[config.mk]
export PLATFORM = sky130hd
export DESIGN_NAME = trig_seq_top
export DESIGN_NICKNAME = d
export VERILOG_FILES = /design/src/rtl/trig_seq_pkg.sv /design/src/rtl/spacing_guard.sv /design/src/rtl/occ_tracker.sv /design/src/rtl/symbol_shifter.sv /design/src/rtl/loss_counter.sv /design/src/rtl/trig_seq_top.sv
export SDC_FILE = /design/constraint.sdc
export NUM_CORES = 1
export LEC_CHECK = 0
export ABC_CLOCK_PERIOD_IN_PS = 3450
export BUFFER_PORTS_ARGS = -buffer_cell sky130_fd_sc_hd__buf_2
export CAP_MARGIN = 15
export CORE_MARGIN = 4
export CORE_UTILIZATION = 45
export DETAILED_ROUTE_END_ITERATION = 10
export PLACE_DENSITY = 0.75
export RECOVER_POWER = 25
export REMOVE_ABC_BUFFERS = 1
export SLEW_MARGIN = 10
export SYNTH_ARGS = -nofsm -noshare
export SYNTH_HDL_FRONTEND = slang
export SYNTH_SLANG_ARGS = --single-unit
export TNS_END_PERCENT = 30
[constraint.sdc]
create_clock -name clk -period 3.45 [get_ports clk]
set_clock_uncertainty 0.1 [all_clocks]
set_input_delay 0.1725 -clock clk [delete_from_list [all_inputs] [get_ports clk]]
set_output_delay 0.1725 -clock clk [all_outputs]
set_load 0.05 [all_outputs]
[src/rtl/trig_seq_pkg.sv]
package trig_seq_pkg;

    // Outcome of evaluating one incoming L1 request
    typedef enum logic [1:0] {
        VERDICT_IDLE     = 2'd0,
        VERDICT_ACCEPT   = 2'd1,
        VERDICT_TOO_SOON = 2'd2,
        VERDICT_FULL     = 2'd3
    } verdict_e;

    // Decision bundle carried from the arbitration logic to the datapath
    typedef struct packed {
        verdict_e verdict;
        logic     start_seq;
        logic     add_samples;
    } decision_t;

    // Indices of the loss counters
    localparam int LOSS_SPACING  = 0;
    localparam int LOSS_OVERFLOW = 1;
    localparam int LOSS_KINDS    = 2;

    // A symbol starts with a 1 and continues with zeros; pos counts sent bits
    function automatic logic seq_bit(input int pos, input int sym_bits);
        return (pos % sym_bits) == 0;
    endfunction

endpackage

[src/rtl/spacing_guard.sv]
module spacing_guard #(
    parameter int MIN_GAP = 6
) (
    input  logic clk,
    input  logic rst,
    input  logic load,
    output logic blocked
);
    localparam int HW = $clog2(MIN_GAP + 1);
    localparam logic [HW-1:0] RELOAD = HW'(MIN_GAP - 1);

    logic [HW-1:0] hold_q;

    // Counts down the edges still inside the holdoff window after an accept
    always_ff @(posedge clk) begin
        if (rst) begin
            hold_q <= '0;
        end else if (load) begin
            hold_q <= RELOAD;
        end else if (hold_q != '0) begin
            hold_q <= hold_q - HW'(1);
        end
    end

    assign blocked = (hold_q != '0);

endmodule

[src/rtl/occ_tracker.sv]
module occ_tracker #(
    parameter int BUF_DEPTH = 32,
    parameter int STEP      = 6,
    parameter int OCC_W     = $clog2(BUF_DEPTH + 1)
) (
    input  logic             clk,
    input  logic             rst,
    input  logic             inc,
    input  logic             dec,
    output logic             would_overflow,
    output logic [OCC_W-1:0] level
);
    localparam int XW = OCC_W + 1;
    localparam logic [XW-1:0] STEP_X  = XW'(STEP);
    localparam logic [XW-1:0] LIMIT_X = XW'(BUF_DEPTH);

    logic [OCC_W-1:0] occ_q;
    logic [XW-1:0]    grown;
    logic [XW-1:0]    shrunk;

    // Apply the increment first, then the decrement, so both land together
    always_comb begin
        grown  = {1'b0, occ_q} + (inc ? STEP_X : '0);
        shrunk = (dec && (grown != '0)) ? grown - XW'(1) : grown;
    end

    always_ff @(posedge clk) begin
        if (rst) begin
            occ_q <= '0;
        end else begin
            occ_q <= OCC_W'(shrunk);
        end
    end

    assign would_overflow = ({1'b0, occ_q} + STEP_X) > LIMIT_X;
    assign level          = occ_q;

endmodule

[src/rtl/symbol_shifter.sv]
module symbol_shifter #(
    parameter int SYM_BITS  = 3,
    parameter int SYM_COUNT = 2
) (
    input  logic clk,
    input  logic rst,
    input  logic start,
    output logic line
);
    import trig_seq_pkg::*;

    localparam int SEQ_BITS = SYM_BITS * SYM_COUNT;

    logic [SEQ_BITS-1:0] pattern;
    logic [SEQ_BITS-1:0] sreg_q;

    // Sent order runs from the MSB down; each symbol begins with a 1
    for (genvar g = 0; g < SEQ_BITS; g++) begin : g_pat
        assign pattern[SEQ_BITS-1-g] = seq_bit(g, SYM_BITS);
    end

    always_ff @(posedge clk) begin
        if (rst) begin
            sreg_q <= '0;
        end else if (start) begin
            sreg_q <= pattern;
        end else begin
            sreg_q <= {sreg_q[SEQ_BITS-2:0], 1'b0};
        end
    end

    assign line = sreg_q[SEQ_BITS-1];

endmodule

[src/rtl/loss_counter.sv]
module loss_counter #(
    parameter int W = 16
) (
    input  logic         clk,
    input  logic         rst,
    input  logic         clr,
    input  logic         hit,
    output logic [W-1:0] count
);
    logic [W-1:0] cnt_q;

    // Clear wins over a hit; the count sticks at all ones
    always_ff @(posedge clk) begin
        if (rst || clr) begin
            cnt_q <= '0;
        end else if (hit && (cnt_q != '1)) begin
            cnt_q <= cnt_q + W'(1);
        end
    end

    assign count = cnt_q;

endmodule

[src/rtl/trig_seq_top.sv]
module trig_seq_top #(
    parameter int SYM_BITS        = 3,
    parameter int SYM_COUNT       = 2,
    parameter int SAMPLES_PER_SYM = 3,
    parameter int BUF_DEPTH       = 32,
    parameter int CNT_W           = 16,
    parameter int OCC_W           = $clog2(BUF_DEPTH + 1)
) (
    input  logic             clk,
    input  logic             rst,
    input  logic             l1_in,
    input  logic             frame_done,
    input  logic             loss_clr,
    output logic             trig_out,
    output logic             l1_accept,
    output logic [OCC_W-1:0] occ_level,
    output logic [CNT_W-1:0] spacing_losses,
    output logic [CNT_W-1:0] overflow_losses
);
    import trig_seq_pkg::*;

    localparam int SEQ_BITS       = SYM_BITS * SYM_COUNT;
    localparam int MIN_GAP        = SEQ_BITS;
    localparam int SAMPLES_PER_L1 = SAMPLES_PER_SYM * SYM_COUNT;

    logic      too_soon;
    logic      too_full;
    decision_t dec;

    // Spacing is judged before capacity
    always_comb begin
        dec.verdict = VERDICT_IDLE;
        if (l1_in) begin
            if (too_soon) begin
                dec.verdict = VERDICT_TOO_SOON;
            end else if (too_full) begin
                dec.verdict = VERDICT_FULL;
            end else begin
                dec.verdict = VERDICT_ACCEPT;
            end
        end
        dec.start_seq   = (dec.verdict == VERDICT_ACCEPT);
        dec.add_samples = (dec.verdict == VERDICT_ACCEPT);
    end

    spacing_guard #(.MIN_GAP(MIN_GAP)) u_guard (
        .clk     (clk),
        .rst     (rst),
        .load    (dec.start_seq),
        .blocked (too_soon)
    );

    occ_tracker #(
        .BUF_DEPTH (BUF_DEPTH),
        .STEP      (SAMPLES_PER_L1),
        .OCC_W     (OCC_W)
    ) u_occ (
        .clk            (clk),
        .rst            (rst),
        .inc            (dec.add_samples),
        .dec            (frame_done),
        .would_overflow (too_full),
        .level          (occ_level)
    );

    symbol_shifter #(
        .SYM_BITS  (SYM_BITS),
        .SYM_COUNT (SYM_COUNT)
    ) u_shift (
        .clk   (clk),
        .rst   (rst),
        .start (dec.start_seq),
        .line  (trig_out)
    );

    logic [LOSS_KINDS-1:0] loss_hit;
    logic [CNT_W-1:0]      loss_cnt [LOSS_KINDS];

    assign loss_hit[LOSS_SPACING]  = (dec.verdict == VERDICT_TOO_SOON);
    assign loss_hit[LOSS_OVERFLOW] = (dec.verdict == VERDICT_FULL);

    for (genvar k = 0; k < LOSS_KINDS; k++) begin : g_loss
        loss_counter #(.W(CNT_W)) u_cnt (
            .clk   (clk),
            .rst   (rst),
            .clr   (loss_clr),
            .hit   (loss_hit[k]),
            .count (loss_cnt[k])
        );
    end

    assign spacing_losses  = loss_cnt[LOSS_SPACING];
    assign overflow_losses = loss_cnt[LOSS_OVERFLOW];
    assign l1_accept       = dec.start_seq;

endmodule

* Yosys cells after proc, flatten, opt, wreduce, memory -nomap -nowiden
Index checks and enable logic that the tools add are counted.
Storage, ports and cells: flip-flop bits (word level) 47, input port bits 5, output and inout bits 40, word-level logic and storage cells 35
Operators by class: add/sub/neg operators 6, order comparisons 1, equality and inequality tests 5, muxes and demuxes 8, reductions and logical operators 8
Operator list (number):
- adder 16 x 1 -> 16 bit, second input constant | 2
- inequality test 16 bit, second input constant | 2
- 2-to-1 mux 6 bit | 2
- 2-to-1 mux 3 bit | 3
- adder 6 x 3 -> 7 bit | 1
- adder 6 x 3 -> 7 bit, second input constant | 1
- greater-than comparator 7 x 6 -> 1 bit, second input constant | 1
- nonzero test 7 bit | 1
- 2-to-1 mux 2 bit | 3
- subtractor 6 x 1 -> 6 bit, second input constant | 1
- equality test 2 bit, second input constant | 2
- logical AND 1 bit | 3
- nonzero test 3 bit | 1
- subtractor 3 x 1 -> 3 bit, second input constant | 1
- equality test 2 x 1 -> 1 bit, second input constant | 1
- nonzero test 2 bit | 1
- OR reduction 2 bit | 1
- logical OR 1 bit | 1

* Longest topological paths before layout
depth in word-level cells 11, gate-level depth with buffers 15, gate-level depth less buffers 15

* Hierarchy
From an unflattened synthesis, not the netlist that was laid out.
Unflattened totals: cells, all modules 283, area total of the unflattened synthesis 2576.2 sq um
Modules (own cells, without submodules):
- loss_counter | instances 2, cells each 95, area an instance 847.1 sq um, sequential area each 320.3 sq um
- occ_tracker | instances 1, cells each 64, area an instance 569.3 sq um, sequential area each 120.1 sq um
- spacing_guard | instances 1, cells each 18, area an instance 170.2 sq um, sequential area each 60.1 sq um
- symbol_shifter | instances 1, cells each 8, area an instance 113.9 sq um, sequential area each 80.1 sq um
- trig_seq_top | instances 1, cells each 3, area an instance 28.8 sq um, sequential area each 0.0 sq um

* Worst setup path before layout
No wires, ideal clock.
path type reg-to-reg, start point register u_occ.occ_q[2], in the netlist u_occ.level[2], end point register u_occ.occ_q[4], in the netlist u_occ.level[4], library setup time 128 ps, arrival 3713 ps, required time 3222 ps, path slack -491 ps, stages on the path, launching flop included 15, path buffers 0, clock period less this slack 3941 ps, path through dfxtp_1 -> inv_1 -> ha_1 -> nand2_1 -> a211oi_1 -> nor2_2 -> or2_1 -> inv_1 -> ha_1 -> fa_1 -> nor4b_1 -> a21boi_1 -> nand3_1 -> xnor2_1 -> nor2_1
Between the ends: longest elaborated chain between the ends 11, elaborated cells between the ends (all ways) 12, those cells by class add/sub (3); order compare (1); eq/ne (1); mux (5); reduce/logical (2)
RTL lines:
- start, declared | RTL line occ_tracker.sv:17 | logic [OCC_W-1:0] occ_q;
- start signal, assigned | RTL line occ_tracker.sv:31 | occ_q <= OCC_W'(shrunk);
- adder 6 x 3 -> 7 bit * | RTL line occ_tracker.sv:35 | assign would_overflow = ({1'b0, occ_q} + STEP_X) > LIMIT_X;
- greater-than comparator 7 x 6 -> 1 bit * | RTL line occ_tracker.sv:35
- 2-to-1 mux 2 bit * | RTL line trig_seq_top.sv:36 | end else if (too_full) begin
- 2-to-1 mux 2 bit * | RTL line trig_seq_top.sv:34 | if (too_soon) begin
- 2-to-1 mux 2 bit * | RTL line trig_seq_top.sv:33 | if (l1_in) begin
- equality test 2 x 1 -> 1 bit *
- named net l1_accept | RTL line trig_seq_top.sv:15 | output logic l1_accept,
- 2-to-1 mux 3 bit * | RTL line occ_tracker.sv:23 | grown = {1'b0, occ_q} + (inc ? STEP_X : '0);
- adder 6 x 3 -> 7 bit * | RTL line occ_tracker.sv:23
- branches (longest 2 deep; another with subtractor 6 x 1 -> 6 bit)
- 2-to-1 mux 6 bit * | RTL line occ_tracker.sv:24 | shrunk = (dec && (grown != '0)) ? grown - XW'(1) : grown;
Mark *: on every way through the listed nets, which the timed path passes. A chain may end at the register's enable or synchronous reset.

* Final worst setup path
start point register u_occ.occ_q[2], in the netlist u_occ.level[2], end point register u_occ.occ_q[4], in the netlist u_occ.level[4]
Between the ends: longest elaborated chain between the ends 11, elaborated cells between the ends (all ways) 12, those cells by class add/sub (3); order compare (1); eq/ne (1); mux (5); reduce/logical (2)
RTL lines:
- adder 6 x 3 -> 7 bit | RTL line occ_tracker.sv:35
- greater-than comparator 7 x 6 -> 1 bit | RTL line occ_tracker.sv:35
- 2-to-1 mux 2 bit | RTL line trig_seq_top.sv:36
- 2-to-1 mux 2 bit | RTL line trig_seq_top.sv:34
- 2-to-1 mux 2 bit | RTL line trig_seq_top.sv:33
- equality test 2 x 1 -> 1 bit | RTL line trig_seq_top.sv:43 | dec.add_samples = (dec.verdict == VERDICT_ACCEPT);
- 2-to-1 mux 3 bit | RTL line occ_tracker.sv:23
- adder 6 x 3 -> 7 bit * | RTL line occ_tracker.sv:23
- branches (longest 2 deep; another with subtractor 6 x 1 -> 6 bit)
- 2-to-1 mux 6 bit * | RTL line occ_tracker.sv:24
Mark *: on every way between the ends.

==> flow_summary.ini <==
[grt]
grt-ovfl-total = 0
antenna_found_initial = 0
grt_pass1_vias = 1834
grtUsageTotal = 0.165
grt_pass1_wl_um = 8170
grt_max_degree = 33

[power]
p_total_w = 0.00175
p_switching_w = 0.000727
clkPwrFrac = 0.187
ir_drop_mv = 0.585
cellLeakagePower_nw = 1.04
seqPwrFrac = 0.357
switching_share = 0.415
p_per_area_mw_per_mm2 = 667
power.internal_w = 0.00103
combinationalPowerShare = 0.456

[layout]
seqCellArea_sq_um = 901
layout.nets = 326
multi_input_area_sq_mm = 0.00126
diodes = 0
num-fill-cells = 492
drive_gt1_frac = 0.151
finish.utilization = 0.552
syn2layout_area_growth_pct = 18.1

[placement]
dp_slack_ns = 0.0663
io_buffers = 44
hpwl_um = 3310
place_congestion = 0.865

[route]
drt-total-wl_um = 4650
drt-wirelength-per-cell_um = 12.3
drc = 0
drt_pass1_iterations = 4
drt_iter0_drc = 71
num_vias = 1928
vias_per_cell = 5.10
antenna_left = 0

[timing]
hold_ws_ns = 0.0990
worst_slack_ns = 0.187
worstMarginPinSlew_ns = 0.601
drv_slew = 0
fmax_mhz = 307
hold_violations = 0
finalSetupViolCount = 0
period_share = 0.946
slew-limit-headroom = 0.599
min_period_ns = 3.26

[setup_path]
cp-start-kind = flip-flop
path_max_fanout = 8
crit_type = reg -> reg
critPathArrivalTime_ns = 3.35
required_ns = 3.53
endpoint_kind = flip-flop

[floorplan]
die-area_sq_mm = 0.00613
die_x_um = 78.3
die_h_um = 78.3
fp-row-count = 25
start_util = 0.468
ioPinCount = 45
core_area_sq_mm = 0.00475

[logic_synthesis]
syn_area_sq_mm = 0.00222
ys_warn_count = 0
synth_area_leader_cell = dfxtp_1
synth_commonest_cells = 46 x nor2_1, 45 x dfxtp_1, 20 x nand3_1, 20 x xor2_1, 15 x nand2_1
yosysMostFrequentCell = nor2_1
synth.top_cell.area_share = 0.405
ys_ff_latch = 45
synth_area_leaders = dfxtp_1 41%, xor2_1 7.9%, nor2_1 7.8%
synth_cell_types = 40
ys.flop_type = dfxtp_1
syn_inst = 260
synth-seq-area-share = 0.405
synth-edff-count = 0
async_flop_share = 0
synth_area_per_cell_sq_um = 8.55

[hold_path]
hp-class = in -> reg

[run]
maxCapViolations = 0

[clocking]
htree_levels = 2
clock_sinks = 45
worstSkewPairLatency_ns = 0.30
post_cts_buffers = 0
cts_buffer_depth = 2
clkTransAtPathRegs_ns = 0.08
cts_tree = yes
cts_root_buf = clkbuf_8
cts_inserted_buffers = 5

[run_status]
status = finished clean
## placed cells by master (no fill, tap or decap), types with 6 or more instances in the layout
cell / count
dfxtp_1: 45
xnor2_1: 14
clkbuf_8: 6
nand3_1: 20
xor2_1: 20
nand2_1: 15
buf_2: 23
clkbuf_1: 22
inv_1: 13
nor2_1: 46
a21oi_1: 8
ha_1: 9
nand4_1: 8
buf_4: 6
## worst max-delay path: stages, from the launching register on
cell	delay, ns
dfxtp_1	0.32
inv_1	0.05
ha_1	0.14
or3b_1	0.36
a211oi_2	0.25
nor2_2	0.06
or2_1	0.27
inv_1	0.09
ha_1	0.18
fa_2	0.49
nor4b_2	0.34
a21boi_2	0.17
nand3_1	0.13
xnor2_1	0.12
nor2_1	0.06
## flip-flops by register name, summed over array words and instances (netlist names)
register and count:
u_shift.sreg_q 4, u_guard.hold_q 3, g_loss.u_cnt.count 32, u_occ.level 6
## power by group through the flow
stage	Clock (W)	Sequential, W	Combinational, W
finish	0.000328	0.000625	0.000800
global route	0.000357	0.000635	0.000890
CTS	0.000340	0.000623	0.000773
detailed placement	0	0.000635	0.000768
global placement	0	0.000633	0.000754
floorplan	0	0.000775	0.000428
## per-stage QoR
stage                     area (sq um)  TNS [ns]  instances
after floorplan                   2190     -3.19        253
after global placement            2540         0        370
after detailed placement          2540         0        370
after CTS                         2640         0        378
after global routing              2630   -0.0289        378
final                             2630         0        378
## cell type report
cell class	count	share of cell area
multi-input cells	195	0.479
clock buffers	7	0.0329
repair buffers	51	0.0948
inverters	13	0.0186
well taps	67	0.0319
flip-flops and latches	45	0.343
## logic make-up after synthesis
family / share of synthesized area
AO/OA/AOI/OAI: 0.0563
XOR/XNOR: 0.134
adder cells (fa/ha/maj): 0.0597
buffers and inverters: 0.0371
flip-flops: 0.405
multiplexers: 0.0135
AND/OR/NAND/NOR: 0.294
## layer usage
metal	GRT usage	up-vias	wire length, um
met2	0.269	42	2190
met3	0.0401	9	240
met4	0.0804	0	110
met1	0.203	887	2110
li1	-	990	-
met5	0	-	0
## path summary, 6_finish.rpt
kind                                              startpoint                            to  slack, ns  depth (start not counted)
worst max-delay path               u_occ.level[2]$_SDFF_PP0_     u_occ.level[4]$_SDFF_PP0_       0.19                         14
worst min-delay path                                     rst     u_occ.level[5]$_SDFF_PP0_        0.1                          2
worst max register to register     u_occ.level[2]$_SDFF_PP0_     u_occ.level[4]$_SDFF_PP0_       0.19                         14
worst min register to register  u_shift.sreg_q[3]$_SDFF_PP0_  u_shift.sreg_q[4]$_SDFF_PP0_       0.35                          1
## timing repair
item | 4_1_cts | 5_1_grt
endpoints found under the hold margin | 1 | 0
resized for setup | 0 | 4
hold buffers | 1 | 0
setup endpoints to repair | 0 | 6
(Power assumes the default switching activity.)
